## src/rtl/lpg_pkg.sv

```systemverilog
package lpg_pkg;
    typedef enum logic [1:0] {
        ST_IDLE     = 2'd0,
        ST_WATCH    = 2'd1,
        ST_LOW_WAIT = 2'd2,
        ST_TRIPPED  = 2'd3
    } lpg_state_e;
endpackage

```

## src/rtl/lpg_window_peak.sv

```systemverilog
module lpg_window_peak #(
    parameter int SAMPLE_W   = 10,
    parameter int WINDOW_CYC = 2_200_000
) (
    input  logic                clk,
    input  logic                rst_n,
    input  logic                run_en,
    input  logic                smp_valid,
    input  logic [SAMPLE_W-1:0] smp_data,
    output logic                peak_valid,
    output logic [SAMPLE_W-1:0] peak_value
);
    localparam int WCW = $clog2(WINDOW_CYC);
    localparam logic [WCW-1:0] WIN_LAST = WCW'(WINDOW_CYC - 1);

    logic [WCW-1:0]      win_cnt_q;
    logic [SAMPLE_W-1:0] max_q;
    logic                have_q;
    logic                win_end;
    logic [SAMPLE_W-1:0] merged;

    assign win_end = run_en && (win_cnt_q == WIN_LAST);

    // first valid sample of a window reloads, later ones compare
    always_comb begin
        if (have_q) begin
            merged = (smp_valid && (smp_data > max_q)) ? smp_data : max_q;
        end else begin
            merged = smp_valid ? smp_data : '0;
        end
    end

    always_ff @(posedge clk or negedge rst_n) begin
        if (!rst_n) begin
            win_cnt_q  <= '0;
            max_q      <= '0;
            have_q     <= 1'b0;
            peak_valid <= 1'b0;
            peak_value <= '0;
        end else if (!run_en) begin
            win_cnt_q  <= '0;
            max_q      <= '0;
            have_q     <= 1'b0;
            peak_valid <= 1'b0;
        end else begin
            peak_valid <= win_end;
            if (win_end) begin
                win_cnt_q  <= '0;
                peak_value <= merged;
                max_q      <= '0;
                have_q     <= 1'b0;
            end else begin
                win_cnt_q <= win_cnt_q + 1'b1;
                max_q     <= merged;
                have_q    <= have_q | smp_valid;
            end
        end
    end

    p_peak_single_r2: assert property (@(posedge clk) disable iff (!rst_n)
        peak_valid |=> !peak_valid);

    p_no_peak_idle_r9: assert property (@(posedge clk) disable iff (!rst_n)
        !run_en |=> !peak_valid);

    p_max_covers_r3: assert property (@(posedge clk) disable iff (!rst_n)
        (run_en && smp_valid && !win_end) |=> (max_q >= $past(smp_data)));

    p_count_bound_r2: assert property (@(posedge clk) disable iff (!rst_n)
        win_cnt_q <= WIN_LAST);
endmodule

```

## src/rtl/lpg_uv_timer.sv

```systemverilog
module lpg_uv_timer #(
    parameter int DELAY_CYC = 4_000_000
) (
    input  logic clk,
    input  logic rst_n,
    input  logic count_en,
    output logic expired
);
    localparam int DCW = $clog2(DELAY_CYC);
    localparam logic [DCW-1:0] DLY_LAST = DCW'(DELAY_CYC - 1);

    logic [DCW-1:0] cnt_q;

    assign expired = count_en && (cnt_q == DLY_LAST);

    always_ff @(posedge clk or negedge rst_n) begin
        if (!rst_n) begin
            cnt_q <= '0;
        end else if (!count_en) begin
            cnt_q <= '0;
        end else if (!expired) begin
            cnt_q <= cnt_q + 1'b1;
        end
    end

    p_delay_bound_r6: assert property (@(posedge clk) disable iff (!rst_n)
        cnt_q <= DLY_LAST);

    p_delay_clear_r7: assert property (@(posedge clk) disable iff (!rst_n)
        !count_en |=> (cnt_q == '0));
endmodule

```

## src/rtl/lpg_brownout_fsm.sv

```systemverilog
module lpg_brownout_fsm
    import lpg_pkg::*;
(
    input  logic clk,
    input  logic rst_n,
    input  logic run_en,
    input  logic peak_valid,
    input  logic peak_low,
    input  logic uv_expired,
    output logic uv_count_en,
    output logic brownout_evt,
    output logic pwm_halt,
    output logic lp_req
);
    lpg_state_e state_q, state_d;

    always_comb begin
        state_d = state_q;
        if (!run_en) begin
            state_d = ST_IDLE;                       // disarm
        end else begin
            unique case (state_q)
                ST_IDLE:     state_d = ST_WATCH;     // arm
                ST_WATCH: begin
                    if (peak_valid && peak_low) state_d = ST_LOW_WAIT;  // sag
                end
                ST_LOW_WAIT: begin
                    if (peak_valid && !peak_low) state_d = ST_WATCH;    // recover
                    else if (uv_expired)         state_d = ST_TRIPPED;  // trip
                end
                ST_TRIPPED:  state_d = ST_TRIPPED;
                default:     state_d = ST_IDLE;
            endcase
        end
    end

    always_ff @(posedge clk or negedge rst_n) begin
        if (!rst_n) state_q <= ST_IDLE;
        else        state_q <= state_d;
    end

    // outputs
    always_ff @(posedge clk or negedge rst_n) begin
        if (!rst_n) brownout_evt <= 1'b0;
        else        brownout_evt <= (state_d == ST_TRIPPED) && (state_q != ST_TRIPPED);
    end

    always_comb begin
        uv_count_en = (state_q == ST_LOW_WAIT);
        lp_req      = (state_q == ST_TRIPPED);
        pwm_halt    = (state_q == ST_IDLE) || (state_q == ST_TRIPPED);
    end

    p_event_pulse_r8: assert property (@(posedge clk) disable iff (!rst_n)
        brownout_evt |=> !brownout_evt);

    p_tripped_hold_r8: assert property (@(posedge clk) disable iff (!rst_n)
        (state_q == ST_TRIPPED && run_en) |=> (state_q == ST_TRIPPED));

    p_disarm_r9: assert property (@(posedge clk) disable iff (!rst_n)
        !run_en |=> (state_q == ST_IDLE));

    p_event_after_wait_r6: assert property (@(posedge clk) disable iff (!rst_n)
        $rose(brownout_evt) |-> ($past(state_q) == ST_LOW_WAIT));

    p_equal_healthy_r5: assert property (@(posedge clk) disable iff (!rst_n)
        (state_q == ST_WATCH && run_en && peak_valid && !peak_low) |=> (state_q == ST_WATCH));

    p_run_no_halt_r10: assert property (@(posedge clk) disable iff (!rst_n)
        (state_q == ST_WATCH || state_q == ST_LOW_WAIT) |-> !pwm_halt);
endmodule

```

## src/rtl/line_peak_guard.sv

```systemverilog
module line_peak_guard #(
    parameter int SAMPLE_W   = 10,
    parameter int WINDOW_CYC = 2_200_000,
    parameter int DELAY_CYC  = 4_000_000
) (
    input  logic                clk,
    input  logic                rst_n,
    input  logic                run_en,
    input  logic                smp_valid,
    input  logic [SAMPLE_W-1:0] smp_data,
    input  logic [SAMPLE_W-1:0] acoff_lvl,
    output logic                peak_valid,
    output logic [SAMPLE_W-1:0] peak_value,
    output logic                brownout_evt,
    output logic                pwm_halt,
    output logic                lp_req
);
    logic peak_low;
    logic uv_count_en;
    logic uv_expired;

    // equality with the level counts as healthy
    assign peak_low = peak_value < acoff_lvl;

    lpg_window_peak #(
        .SAMPLE_W  (SAMPLE_W),
        .WINDOW_CYC(WINDOW_CYC)
    ) u_window (
        .clk       (clk),
        .rst_n     (rst_n),
        .run_en    (run_en),
        .smp_valid (smp_valid),
        .smp_data  (smp_data),
        .peak_valid(peak_valid),
        .peak_value(peak_value)
    );

    lpg_uv_timer #(
        .DELAY_CYC(DELAY_CYC)
    ) u_timer (
        .clk     (clk),
        .rst_n   (rst_n),
        .count_en(uv_count_en),
        .expired (uv_expired)
    );

    lpg_brownout_fsm u_fsm (
        .clk         (clk),
        .rst_n       (rst_n),
        .run_en      (run_en),
        .peak_valid  (peak_valid),
        .peak_low    (peak_low),
        .uv_expired  (uv_expired),
        .uv_count_en (uv_count_en),
        .brownout_evt(brownout_evt),
        .pwm_halt    (pwm_halt),
        .lp_req      (lp_req)
    );

    p_low_pulse_r6: assert property (@(posedge clk) disable iff (!rst_n)
        brownout_evt |-> lp_req);

    p_halt_on_trip_r8: assert property (@(posedge clk) disable iff (!rst_n)
        lp_req |-> pwm_halt);
endmodule

```

## config.mk

```make
export PLATFORM = sky130hd
export DESIGN_NAME = line_peak_guard
export DESIGN_NICKNAME = d
export VERILOG_FILES = /design/src/rtl/lpg_pkg.sv /design/src/rtl/lpg_window_peak.sv /design/src/rtl/lpg_uv_timer.sv /design/src/rtl/lpg_brownout_fsm.sv /design/src/rtl/line_peak_guard.sv
export SDC_FILE = /design/constraint.sdc
export NUM_CORES = 1
export LEC_CHECK = 0
export ABC_AREA = 0
export BUFFER_PORTS_ARGS = -buffer_cell sky130_fd_sc_hd__buf_2
export CELL_PAD_IN_SITES_DETAIL_PLACEMENT = 0
export CELL_PAD_IN_SITES_GLOBAL_PLACEMENT = 2
export CORE_ASPECT_RATIO = 0.7
export CORE_MARGIN = 4
export CORE_UTILIZATION = 35
export CTS_CLUSTER_DIAMETER = 100
export DETAILED_ROUTE_END_ITERATION = 8
export GPL_ROUTABILITY_DRIVEN = 0
export HOLD_SLACK_MARGIN = 0.06
export PLACE_DENSITY_LB_ADDON = 0.05
export SYNTH_ARGS = -nofsm -noshare
export SYNTH_HDL_FRONTEND = slang
export SYNTH_HIERARCHICAL = 1
export SYNTH_SLANG_ARGS = --single-unit
```

## constraint.sdc

```tcl
create_clock -name clk -period 3.1 [get_ports clk]
set_clock_uncertainty 0.15 [all_clocks]
set_input_delay 0.155 -clock clk [delete_from_list [all_inputs] [get_ports clk]]
set_output_delay 0.155 -clock clk [all_outputs]
set_load 0.005 [all_outputs]
```

### Word level (Yosys, flattened, before mapping)

Cells that the tools add are included.

| operators by class | value |
|---|---|
| $add $sub $neg | 2 |
| multipliers | 0 |
| div/mod/pow operators | 0 |
| magnitude comparators | 2 |
| equality and inequality tests | 8 |
| shift operators | 0 |
| multiplexer cells | 17 |
| bitwise gates (word level) | 1 |
| reduce and logical (&&, ||, !) cells | 10 |

Operators by type and width:

| operator | number |
|---|---|
| $mux 22 | 4 |
| $mux 10 | 5 |
| $add 22x1->22 const B | 2 |
| $eq 22x22->1 const B | 2 |
| $gt 10x10->1 | 1 |
| $lt 10x10->1 | 1 |
| $mux 2 | 4 |
| $pmux 2 s4 | 1 |
| $eq 2x2->1 const B | 3 |
| $logic_and 1x1->1 | 6 |
| $ne 2x2->1 const B | 2 |
| $mux 1 | 3 |
| $eq 2x1->1 const B | 1 |
| $logic_not 2->1 | 1 |
| $reduce_and 2->1 | 1 |
| $logic_not 1->1 | 1 |
| $logic_or 1x1->1 | 1 |
| $or 1x1->1 | 1 |

| storage, ports and cells | value |
|---|---|
| bits in registers | 69 |
| bits in latches | 0 |
| RAM bits | 0 |
| bits in read-only memories | 0 |
| input bits | 24 |
| output and inout port bits | 14 |
| logic and storage cells | 48 |
| memories | 0 |

### Logic depth before layout (Yosys ltp)

Gate-level depths: netlist of the first run.

| logic depth | value |
|---|---|
| word-level depth | 8 |
| mapped depth | 10 |

### By module

The synthesis of the first run kept the hierarchy.

By module, submodules not included:

| module | times used | cells each | area an instance (um^2) |
|---|---|---|---|
| lpg_window_peak | 1 | 240 | 2377.3 |
| lpg_uv_timer | 1 | 124 | 1184.9 |
| line_peak_guard | 1 | 32 | 235.2 |
| lpg_brownout_fsm | 1 | 25 | 235.2 |

### Worst setup path before layout of the first run

No wires, ideal clock.

| timing | value |
|---|---|
| path kind | reg-to-reg |
| start point | register u_window.win_cnt_q[9] |
| end point | register u_window.peak_value[1] |
| library setup time | 80 ps |
| arrival | 2281 ps |
| required time | 2870 ps |
| slack | 589 ps |
| cell stages (with the launch flop) | 7 |
| path buffers | 1 |
| clock period less this slack | 2511 ps |
| cells stage by stage | dfrtp_1 > or4_1 > or4_1 > or3_1 > a211o_1 > buf_6 > o211ai_2 |

| on the way | value |
|---|---|
| word-level cells in the longest chain between the ends | 3 |

Ends and longest elaborated chain:

| what | line | source |
|---|---|---|
| from (decl) | lpg_window_peak.sv:16 | `logic [WCW-1:0] win_cnt_q;` |
| from (signal assigned) | lpg_window_peak.sv:53 | `win_cnt_q <= win_cnt_q + 1'b1;` |
| $eq 22x22->1 | lpg_window_peak.sv:22 | `assign win_end = run_en && (win_cnt_q == WIN_LAST);` |
| $logic_and 1x1->1 | lpg_window_peak.sv:22 |  |
| $reduce_and 2->1 (no source line) | n/a |  |
| to (signal assigned) | lpg_window_peak.sv:49 | `peak_value <= merged;` |
| to (decl) | lpg_window_peak.sv:11 | `output logic [SAMPLE_W-1:0] peak_value` |

Every way passes these cells.
A chain may end at the register's enable or synchronous reset.

### Final worst setup path of the first run

| timing | value |
|---|---|
| start point | register u_window.win_cnt_q[9] |
| end point | register u_window.peak_value[6] |

The elaborated chain is that of the path after synthesis.

==> impl_metrics.env, run 1 <==
export IMPL_syn_nets=470
export IMPL_layout_drive_gt1_share_pct=17.2
export IMPL_overflow=0
export IMPL_async_flop_share_pct=100
export IMPL_syn_cell_area_um2=4030
export IMPL_final_antenna_net_count=0
export IMPL_cts_sinks=69
export IMPL_htreeDepth=3
export IMPL_yosysWarnings=6
export IMPL_hold_viol_final=0
export IMPL_worst_pin_slew_ps=930
export IMPL_antenna_found_initial=0
export IMPL_powerDensity_nw_per_um2=437
export IMPL_initial_utilization_pct=36.2
export IMPL_die_area_um2=13300
export IMPL_slowest_delay_ps=550
export IMPL_rsz0062_at_grt="false"
export IMPL_io_pins=38
export IMPL_slew_violations=0
export IMPL_std_cell_rows=32
export IMPL_fmax_mhz=355
export IMPL_slowest_stage="or4_1"
export IMPL_grt_pass1_wl_um=16500
export IMPL_max_vdd_ir_drop_mv=0.259
export IMPL_relSlewSlack_pct=38.0
export IMPL_status="completed"
export IMPL_clkLatencyLatePin_ps=330
export IMPL_grt_usage_pct=15.8
export IMPL_dr_total_vias=3262
export IMPL_die_w_um=136
export IMPL_cts_buffers=9
export IMPL_synth_cells=421
export IMPL_area_growth_pct=16.3
export IMPL_cp_common_cell="or4_1"
export IMPL_maxCapViolCount=0
export IMPL_p_leak_nw=2.01
export IMPL_synth_ff_type="dfrtp_1"
export IMPL_avgSynthCellArea_um2=9.58
export IMPL_cp_end_kind="flop"
export IMPL_grt_start_max_net_pins=70
export IMPL_clock_path_buffers=2
export IMPL_worst_setup_path_type="flop to flop"
export IMPL_fin_cells=623
export IMPL_die_h_um=97.8
export IMPL_vias_per_cell=5.24
export IMPL_finalSetupViolCount=0
export IMPL_crit_arrival_ps=2910
export IMPL_synth_edf_count=0
export IMPL_fin_crit_sh_pct=90.8
export IMPL_min_period_ps=2810
export IMPL_dpl_hpwl_um=7130
export IMPL_first_pass_iters=4
export IMPL_cts_root_buf="clkbuf_16"
export IMPL_cts_resized=0
export IMPL_grt_pass1_vias=3219
export IMPL_drc=0
export IMPL_critPathMaxFanout=10
export IMPL_final_setup_tns_ps=0
export IMPL_nNetsFinal=515
export IMPL_io_buffers=37
export IMPL_synth_seq_area_share_pct=42.8
export IMPL_cts_tree="built"
export IMPL_ys_ff_latch=69
export IMPL_dp_cells=606
export IMPL_wl_per_cell_um=16.0
export IMPL_n_antenna_cell=0
export IMPL_start_kind="flop"
export IMPL_drtIter0Drc=155
export IMPL_min_path_type="input port to flop"
export IMPL_synth_cell_type_count=58
export IMPL_core_um2=11100
export IMPL_cp_required_ps=3190
export IMPL_wirelength_um=9950
export IMPL_path_clk_slew_ps=60
export IMPL_path_cells="or4_1 -> or4_1 -> or3_1 -> a211o_1 -> o211ai_2"
worst max-delay path: cells and delay by family (launching register included):
kind,cells,cell delay [ps]
AND/OR/NAND/NOR,3,1420
AO/OA/AOI/OAI,2,750
flip-flops,1,410
report_power, final:
group / leakage [nW] / switching [mW] / internal [mW] / total [mW]
registers: 0.931 / 0.0160 / 0.921 / 0.937
clock network: 0.129 / 0.362 / 0.557 / 0.919
logic: 0.951 / 0.118 / 0.0780 / 0.196
path summary, 6_finish.rpt:
path / cells after the start / endpoint / slack [ps] / from
worst max-delay path: 5 / u_window/peak_value[6]$_DFFE_PN0P_ / 290 / u_window/win_cnt_q[9]$_DFF_PN0_
worst min-delay path: 3 / u_window/have_q$_DFF_PN0_ / 80 / smp_valid
worst max register to register: 5 / u_window/peak_value[6]$_DFFE_PN0P_ / 290 / u_window/win_cnt_q[9]$_DFF_PN0_
worst min register to register: 1 / u_window/max_q[3]$_DFF_PN0_ / 340 / u_window/max_q[3]$_DFF_PN0_
max in group asynchronous: 3 / u_window/max_q[2]$_DFF_PN0_ / 1750 / rst_n
min in group asynchronous: 3 / u_window/max_q[7]$_DFF_PN0_ / 430 / rst_n
metrics by stage:
stage | hold WS, ps | utilization (%) | power, mW | worst slack (ps) | instance area (um2)
floorplan | -291 | - | 1.06 | 589 | 4030
detailed placement | 292 | 39.6 | 1.15 | 270 | 4410
CTS | 66.8 | 42.1 | 2.10 | 255 | 4690
global placement | 296 | 39.6 | 1.15 | 321 | 4410
finish | 81.0 | 42.1 | 2.05 | 285 | 4690
global route | 110 | 42.1 | 2.15 | 188 | 4690
cell type report:
class                           instances  area, um2
Fill cell                            1138       6440
Multi-Input combinational cell        306       2120
Sequential cell                        69       1730
Timing Repair Buffer                   49        280
Clock buffer                           13        250
Tap cell                              153        191
Inverter                               31        116
Clock inverter                          2       10.0
synthesized netlist by cell type, types with 2 or more instances:
library cell / n / area share (%)
ha_1: 25 / 7.8
and2_1: 14 / 2.2
dfrtp_1: 69 / 43
a21oi_1: 22 / 2.7
nand3_1: 18 / 2.2
nand2_1: 32 / 3.0
a2111o_1: 2 / 0.56
o211ai_2: 10 / 3.1
and4_1: 5 / 1.1
nor3_1: 5 / 0.62
nor4b_1: 2 / 0.43
a21o_1: 2 / 0.37
a211oi_1: 3 / 0.56
nor3b_1: 3 / 0.56
nor4_1: 4 / 0.62
nand4_1: 22 / 3.4
a41oi_1: 2 / 0.43
or3_1: 7 / 1.1
inv_1: 31 / 2.9
o21ai_0: 15 / 1.9
o31ai_1: 2 / 0.37
a31oi_1: 2 / 0.31
xor2_1: 14 / 3.0
a32o_1: 10 / 2.5
clkbuf_1: 11 / 1.0
or4_1: 4 / 0.74
and3_1: 3 / 0.47
nand4b_1: 3 / 0.65
nor2_1: 39 / 3.6
xnor2_1: 12 / 2.6
timing repair:
item	CTS	global route
hold buffers	2	0
hold endpoints to repair	73	0
buffers inserted	0	0
flip-flops by register name (all words and copies together) (netlist names):
| register | flops |
|---|---|
| u_fsm/state_q | 2 |
| u_timer/cnt_q | 22 |
| u_window/peak_value | 10 |
| u_window/win_cnt_q | 22 |
| u_fsm/brownout_evt | 1 |
| u_window/have_q | 1 |
| u_window/peak_valid | 1 |
| u_window/max_q | 10 |
cell families (layout without fill, tap and decap cells):
kind of cell / after synthesis / after routing / share of synthesized area [%]
DFF: 69 / 69 / 42.8
AOI/OAI and AO/OA: 80 / 80 / 14.9
adders and majority gates: 25 / 25 / 7.76
and+or+nand+nor: 175 / 175 / 24.1
buffers and inverters: 46 / 95 / 4.72
xor gates and xnor gates: 26 / 26 / 5.65
cells in the final DEF (no fill, tap or decap), types with 4 or more instances in the layout:
cell type,n
dfrtp_1,69
nor2_1,39
buf_2,37
nand2_1,32
inv_1,31
ha_1,25
a21oi_1,22
nand4_1,22
nand3_1,18
o21ai_0,15
and2_1,14
xor2_1,14
xnor2_1,12
buf_4,10
a32o_1,10
o211ai_2,10
clkbuf_16,9
or3_1,7
and4_1,5
nor3_1,5
nor4_1,4
or4_1,4
routing by layer:
metal  wire, um  track usage [%]  up-vias
met5          0                0        -
met4        108             3.95        0
met3        448             3.76        8
met2       4080             22.1       54
met1       5320             24.5     1578
li1           -                -     1622
No activity file was read; power rests on OpenSTA's default activity.
==> inputs of run 2 (changes only) <==
==> constraint.sdc (replaced) <==
create_clock -name clk -period 3.6 [get_ports clk]
set_clock_uncertainty 0.15 [all_clocks]
set_input_delay 0.18 -clock clk [delete_from_list [all_inputs] [get_ports clk]]
set_output_delay 0.18 -clock clk [all_outputs]
set_load 0.005 [all_outputs]
==> impl_metrics.env, run 2 (same netlist as run 1, synthesis figures left out) <==
export IMPL_crit_arrival_ps=2940
export IMPL_p_clk_share_pct=45.0
export IMPL_cp_end_kind="flop"
export IMPL_first_pass_iters=4
export IMPL_grt_start_max_net_pins=40
export IMPL_path_cells="or4_1 -> or4_1 -> or3_1 -> a211o_1 -> o211ai_2"
export IMPL_top_layer="met4"
export IMPL_die_w_um=136
export IMPL_n_antenna_cell=0
export IMPL_start_kind="flop"
export IMPL_wirelength_met1_um=5420
export IMPL_relSlewSlack_pct=38.2
export IMPL_hold_viol_final=0
export IMPL_p_leak_nw=2.00
export IMPL_utilization_pct=42.0
export IMPL_worst_setup_path_type="flop to flop"
export IMPL_nNetsFinal=513
export IMPL_power_switching_uw=432
export IMPL_grt_pass1_vias=3132
export IMPL_dpl_hpwl_um=7120
export IMPL_status="completed"
export IMPL_min_period_ps=2850
export IMPL_wl_per_cell_um=16.0
export IMPL_final_common_cell="dfrtp_1"
export IMPL_p_int_mw=1.34
export IMPL_power_frac_seq_pct=45.5
export IMPL_critPathMaxFanout=10
export IMPL_std_cell_rows=32
export IMPL_min_path_type="input port to flop"
export IMPL_clock_path_buffers=2
export IMPL_overflow=0
export IMPL_io_buffers=37
export IMPL_met2_length_um=3970
export IMPL_cts_root_buf="clkbuf_16"
export IMPL_area_growth_pct=15.9
export IMPL_slowest_stage="or4_1"
export IMPL_wirelength_um=9910
export IMPL_final_cell_mix="dfrtp_1, nor2_1, buf_2"
export IMPL_rsz0062_at_grt="false"
export IMPL_fmax_mhz=351
export IMPL_core_um2=11100
export IMPL_sw_frac_of_total_pct=24.4
export IMPL_dr_total_vias=3210
export IMPL_maxCapViolCount=0
export IMPL_largestRegisters="u_timer/cnt_q: 22 flops, u_window/win_cnt_q: 22 flops"
export IMPL_path_clk_slew_ps=60
export IMPL_clkLatencyLatePin_ps=330
export IMPL_fin_crit_sh_pct=79.1
export IMPL_worst_pin_slew_ps=922
export IMPL_drtIter0Drc=140
export IMPL_drc=0
export IMPL_dr_wl_met3_um=425
export IMPL_cp_required_ps=3690
export IMPL_comb_power_share_pct=9.5
export IMPL_cts_tree="built"
export IMPL_max_vdd_ir_drop_mv=0.222
export IMPL_crit_family="simple AND/OR/NAND/NOR gates"
export IMPL_cp_common_cell="or4_1"
export IMPL_final_setup_tns_ps=0
export IMPL_slew_violations=0
export IMPL_dp_cells=604
export IMPL_final_antenna_net_count=0
export IMPL_fillCellCount=1131
export IMPL_vias_per_cell=5.17
export IMPL_cts_resized=0
export IMPL_io_pins=38
export IMPL_cts_buffers=9
export IMPL_cts_sinks=69
export IMPL_initial_utilization_pct=36.2
export IMPL_antenna_found_initial=0
export IMPL_die_area_um2=13300
export IMPL_die_h_um=97.8
export IMPL_post_cts_buffers=0
export IMPL_path_buf_inv=0
export IMPL_grt_usage_pct=15.7
export IMPL_slowest_delay_ps=550
export IMPL_finalSetupViolCount=0
export IMPL_fin_cells=621
export IMPL_powerDensity_nw_per_um2=379
export IMPL_layout_drive_gt1_share_pct=16.9
export IMPL_htreeDepth=3
export IMPL_grt_pass1_wl_um=16600
==> run 2: layout make-up <==
class / count / area, um2 / share of cell area [%]
clock buffer: 13 / 250 / 5.35
clock inverter: 2 / 10.0 / 0.214
inverter: 31 / 116 / 2.49
multi-input combinational: 306 / 2120 / 45.3
sequential: 69 / 1730 / 36.9
tap: 153 / 191 / 4.09
timing repair buffer: 47 / 265 / 5.67
==> run 2: worst paths after layout <==
path | start | to | slack [ps] | cells past startpoint
setup / recovery | u_window/win_cnt_q[9]$_DFF_PN0_ | u_window/peak_value[6]$_DFFE_PN0P_ | 750 | 5
hold / removal | smp_valid | u_window/have_q$_DFF_PN0_ | 90 | 3
setup reg to reg | u_window/win_cnt_q[9]$_DFF_PN0_ | u_window/peak_value[6]$_DFFE_PN0P_ | 750 | 5
hold reg to reg | u_window/win_cnt_q[0]$_DFF_PN0_ | u_window/win_cnt_q[0]$_DFF_PN0_ | 340 | 1
max in group asynchronous | rst_n | u_timer/cnt_q[4]$_DFFE_PN0P_ | 2360 | 3
min in group asynchronous | rst_n | u_timer/cnt_q[3]$_DFFE_PN0P_ | 110 | 2
==> run 2: worst register-to-register path: stages, from the launching register on <==
cell and delay (ps):
dfrtp_1 410, or4_1 550, or4_1 500, or3_1 370, a211o_1 540, o211ai_2 250
==> run 2: metal layers <==
layer	vias to the layer above	GRT usage, %
met2	61	20.3
met1	1521	25.2
met5	-	0
met3	11	4.33
met4	0	3.95
li1	1617	-
==> run 2: through the flow <==
step / worst slack [ps] / instance area [um2] / hold slack, ps / total power [mW]
5_1_grt: 610 / 4680 / 92.9 / 1.86
6_report: 754 / 4680 / 88.6 / 1.77
2_1_floorplan: 1090 / 4030 / -266 / 0.911
3_3_place_gp: 794 / 4400 / -61.8 / 0.988
4_1_cts: 760 / 4680 / 75.9 / 1.80
3_5_place_dp: 771 / 4400 / -60.6 / 0.987
==> run 2: timing repair <==
item | CTS | global route
hold endpoints to repair | 33 | 0
setup endpoints to repair | 0 | 0
hold buffers | 2 | 0
==> run 2: power groups by stage <==
| stage | Sequential (mW) | Clock [mW] | Combinational, mW |
|---|---|---|---|
| after floorplan | 0.817 | 0 | 0.0940 |
| after global placement | 0.820 | 0 | 0.169 |
| after detailed placement | 0.820 | 0 | 0.167 |
| after CTS | 0.806 | 0.825 | 0.169 |
| after global routing | 0.808 | 0.858 | 0.190 |
| final | 0.806 | 0.797 | 0.167 |
==> inputs of run 3 (changes only) <==
--- a/config.mk
+++ b/config.mk
@@ -11,7 +11,7 @@
 export CELL_PAD_IN_SITES_GLOBAL_PLACEMENT = 2
 export CORE_ASPECT_RATIO = 0.7
 export CORE_MARGIN = 4
-export CORE_UTILIZATION = 35
+export CORE_UTILIZATION = 34
 export CTS_CLUSTER_DIAMETER = 100
 export DETAILED_ROUTE_END_ITERATION = 8
 export GPL_ROUTABILITY_DRIVEN = 0
==> constraint.sdc (replaced) <==
create_clock -name clk -period 2.6 [get_ports clk]
set_clock_uncertainty 0.15 [all_clocks]
set_input_delay 0.13 -clock clk [delete_from_list [all_inputs] [get_ports clk]]
set_output_delay 0.13 -clock clk [all_outputs]
set_load 0.005 [all_outputs]
==> impl_metrics.env, run 3 (same netlist as run 1, synthesis figures left out) <==
export IMPL_powerDensity_nw_per_um2=515
export IMPL_reg2reg_slack_ps=30
export IMPL_drtIter0Drc=135
export IMPL_status="completed"
export IMPL_p_leak_nw=2.10
export IMPL_power_switching_uw=611
export IMPL_wl_per_cell_um=15.5
export IMPL_crit_arrival_ps=2660
export IMPL_grt_usage_pct=15.0
export IMPL_power_frac_seq_pct=44.7
export IMPL_htreeDepth=3
export IMPL_cts_root_buf="clkbuf_16"
export IMPL_final_common_cell="dfrtp_1"
export IMPL_first_pass_iters=4
export IMPL_grt_start_max_net_pins=40
export IMPL_die_area_um2=13700
export IMPL_area_growth_pct=20.3
export IMPL_vias_per_cell=5.16
export IMPL_n_antenna_cell=0
export IMPL_min_path_type="input port to flop"
export IMPL_max_vdd_ir_drop_mv=0.339
export IMPL_p_clk_share_pct=45.9
export IMPL_min_period_ps=2570
export IMPL_core_um2=11300
export IMPL_grt_pass1_vias=3240
export IMPL_sw_frac_of_total_pct=24.5
export IMPL_final_antenna_net_count=0
export IMPL_grt_pass1_wl_um=16700
export IMPL_comb_power_share_pct=9.4
export IMPL_final_cell_mix="dfrtp_1, nor2_1, buf_2"
export IMPL_cts_tree="built"
export IMPL_fmax_mhz=390
export IMPL_stdcell_area_um2=4850
export IMPL_post_cts_buffers=0
export IMPL_fin_crit_sh_pct=98.7
export IMPL_wirelength_um=9890
export IMPL_timing_rr_start="u_window/win_cnt_q[6]$_DFF_PN0_"
export IMPL_r2r_cells=6
export IMPL_layout_drive_gt1_share_pct=20.2
export IMPL_clkLatencyLatePin_ps=330
export IMPL_worst_setup_path_type="flop to flop"
export IMPL_utilization_pct=43.0
export IMPL_largestRegisters="u_timer/cnt_q: 22 flops, u_window/win_cnt_q: 22 flops"
export IMPL_crit_path_start="u_window/win_cnt_q[6]$_DFF_PN0_"
export IMPL_start_kind="flop"
export IMPL_nNetsFinal=529
export IMPL_worst_pin_slew_ps=774
export IMPL_critPathMaxFanout=10
export IMPL_finalSetupViolCount=0
export IMPL_dpl_cell_area_um2=4530
export IMPL_dr_total_vias=3290
export IMPL_die_w_um=138
export IMPL_p_int_mw=1.89
export IMPL_overflow=0
export IMPL_antenna_found_initial=0
export IMPL_cts_sinks=69
export IMPL_initial_utilization_pct=35.7
export IMPL_cp_end_kind="flop"
export IMPL_final_setup_tns_ps=0
export IMPL_rr_endpoint="u_window/peak_value[6]$_DFFE_PN0P_"
export IMPL_slew_violations=0
export IMPL_drc=0
export IMPL_clock_path_buffers=2
export IMPL_endpoint="u_window/peak_value[6]$_DFFE_PN0P_"
export IMPL_maxCapViolCount=0
export IMPL_dpl_hpwl_um=7290
export IMPL_totalPowerFinal_mw=2.50
export IMPL_path_clk_slew_ps=60
export IMPL_io_pins=38
export IMPL_std_cell_rows=32
export IMPL_relSlewSlack_pct=48.4
export IMPL_cts_buffers=9
export IMPL_hold_viol_final=0
export IMPL_rsz0062_at_grt="true"
export IMPL_io_buffers=37
export IMPL_cp_required_ps=2700
export IMPL_die_h_um=99.1
## run 3: cell count changes in the layout (fill, tap and decap cells not counted), sizes merged
cell,delta
clkinvlp,+1
clkbuf,-1
dlygate4sd3,+2
clkinv,+1
buf,+14
## run 3: critical path: stages, from the launching register on
cell,delay (ps)
dfrtp_1,400
or4_4,530
or4_4,490
or3_1,350
a211o_1,270
buf_12,160
o211ai_2,130
## run 3: how the worst min path moves through the flow
stage,startpoint,end,slack (ps),cells past startpoint
6_report,smp_data[0],u_window/max_q[0]$_DFF_PN0_,70,3
3_5_place_dp,rst_n,u_window/peak_value[7]$_DFFE_PN0P_,110,1
5_1_grt,smp_data[6],u_window/max_q[6]$_DFF_PN0_,90,3
2_1_floorplan,rst_n,u_fsm/brownout_evt$_DFF_PN0_,-320,0
4_1_cts,smp_data[0],u_window/max_q[0]$_DFF_PN0_,70,3
3_3_place_gp,rst_n,u_fsm/state_q[1]$_DFF_PN0_,100,1
## run 3: what timing repair did
item                                   4_1_cts  5_1_grt
gates cloned                                 0        0
gates resized for setup                      0        2
hold buffers                                 4        0
pin swaps                                    1        0
endpoints found under the hold margin       36        0
setup endpoints to repair                   10       10
## run 3: stage by stage
stage / hold WS [ps] / instances / worst slack, ps
finish: 73.5 / 638 / 34.2
detailed placement: 108 / 618 / -9.78
global route: 87.1 / 638 / -33.6
CTS: 65.0 / 638 / 9.48
global placement: 101 / 618 / 14.7
floorplan: -316 / 421 / 88.6
## run 3: per-layer routing
metal	up-vias	GRT usage (%)	wire, um
met4	0	3.57	120
met5	-	0	0
met1	1577	22.6	5410
li1	1655	-	-
met3	15	3.84	316
met2	43	21.5	4040
## run 3: power by group through the flow
stage	Sequential [mW]	Combinational (mW)	Clock [mW]
floorplan	1.13	0.130	0
global placement	1.13	0.233	0
detailed placement	1.14	0.233	0
CTS	1.12	0.239	1.19
global route	1.12	0.266	1.25
finish	1.12	0.235	1.15
## run 3: layout make-up
class | instances | area, um2
Tap cell | 153 | 191
Fill cell | 1145 | 6440
Clock inverter | 4 | 22.5
Clock buffer | 12 | 256
Inverter | 31 | 116
Sequential cell | 69 | 1730
Multi-Input combinational cell | 306 | 2120
Timing Repair Buffer | 63 | 415
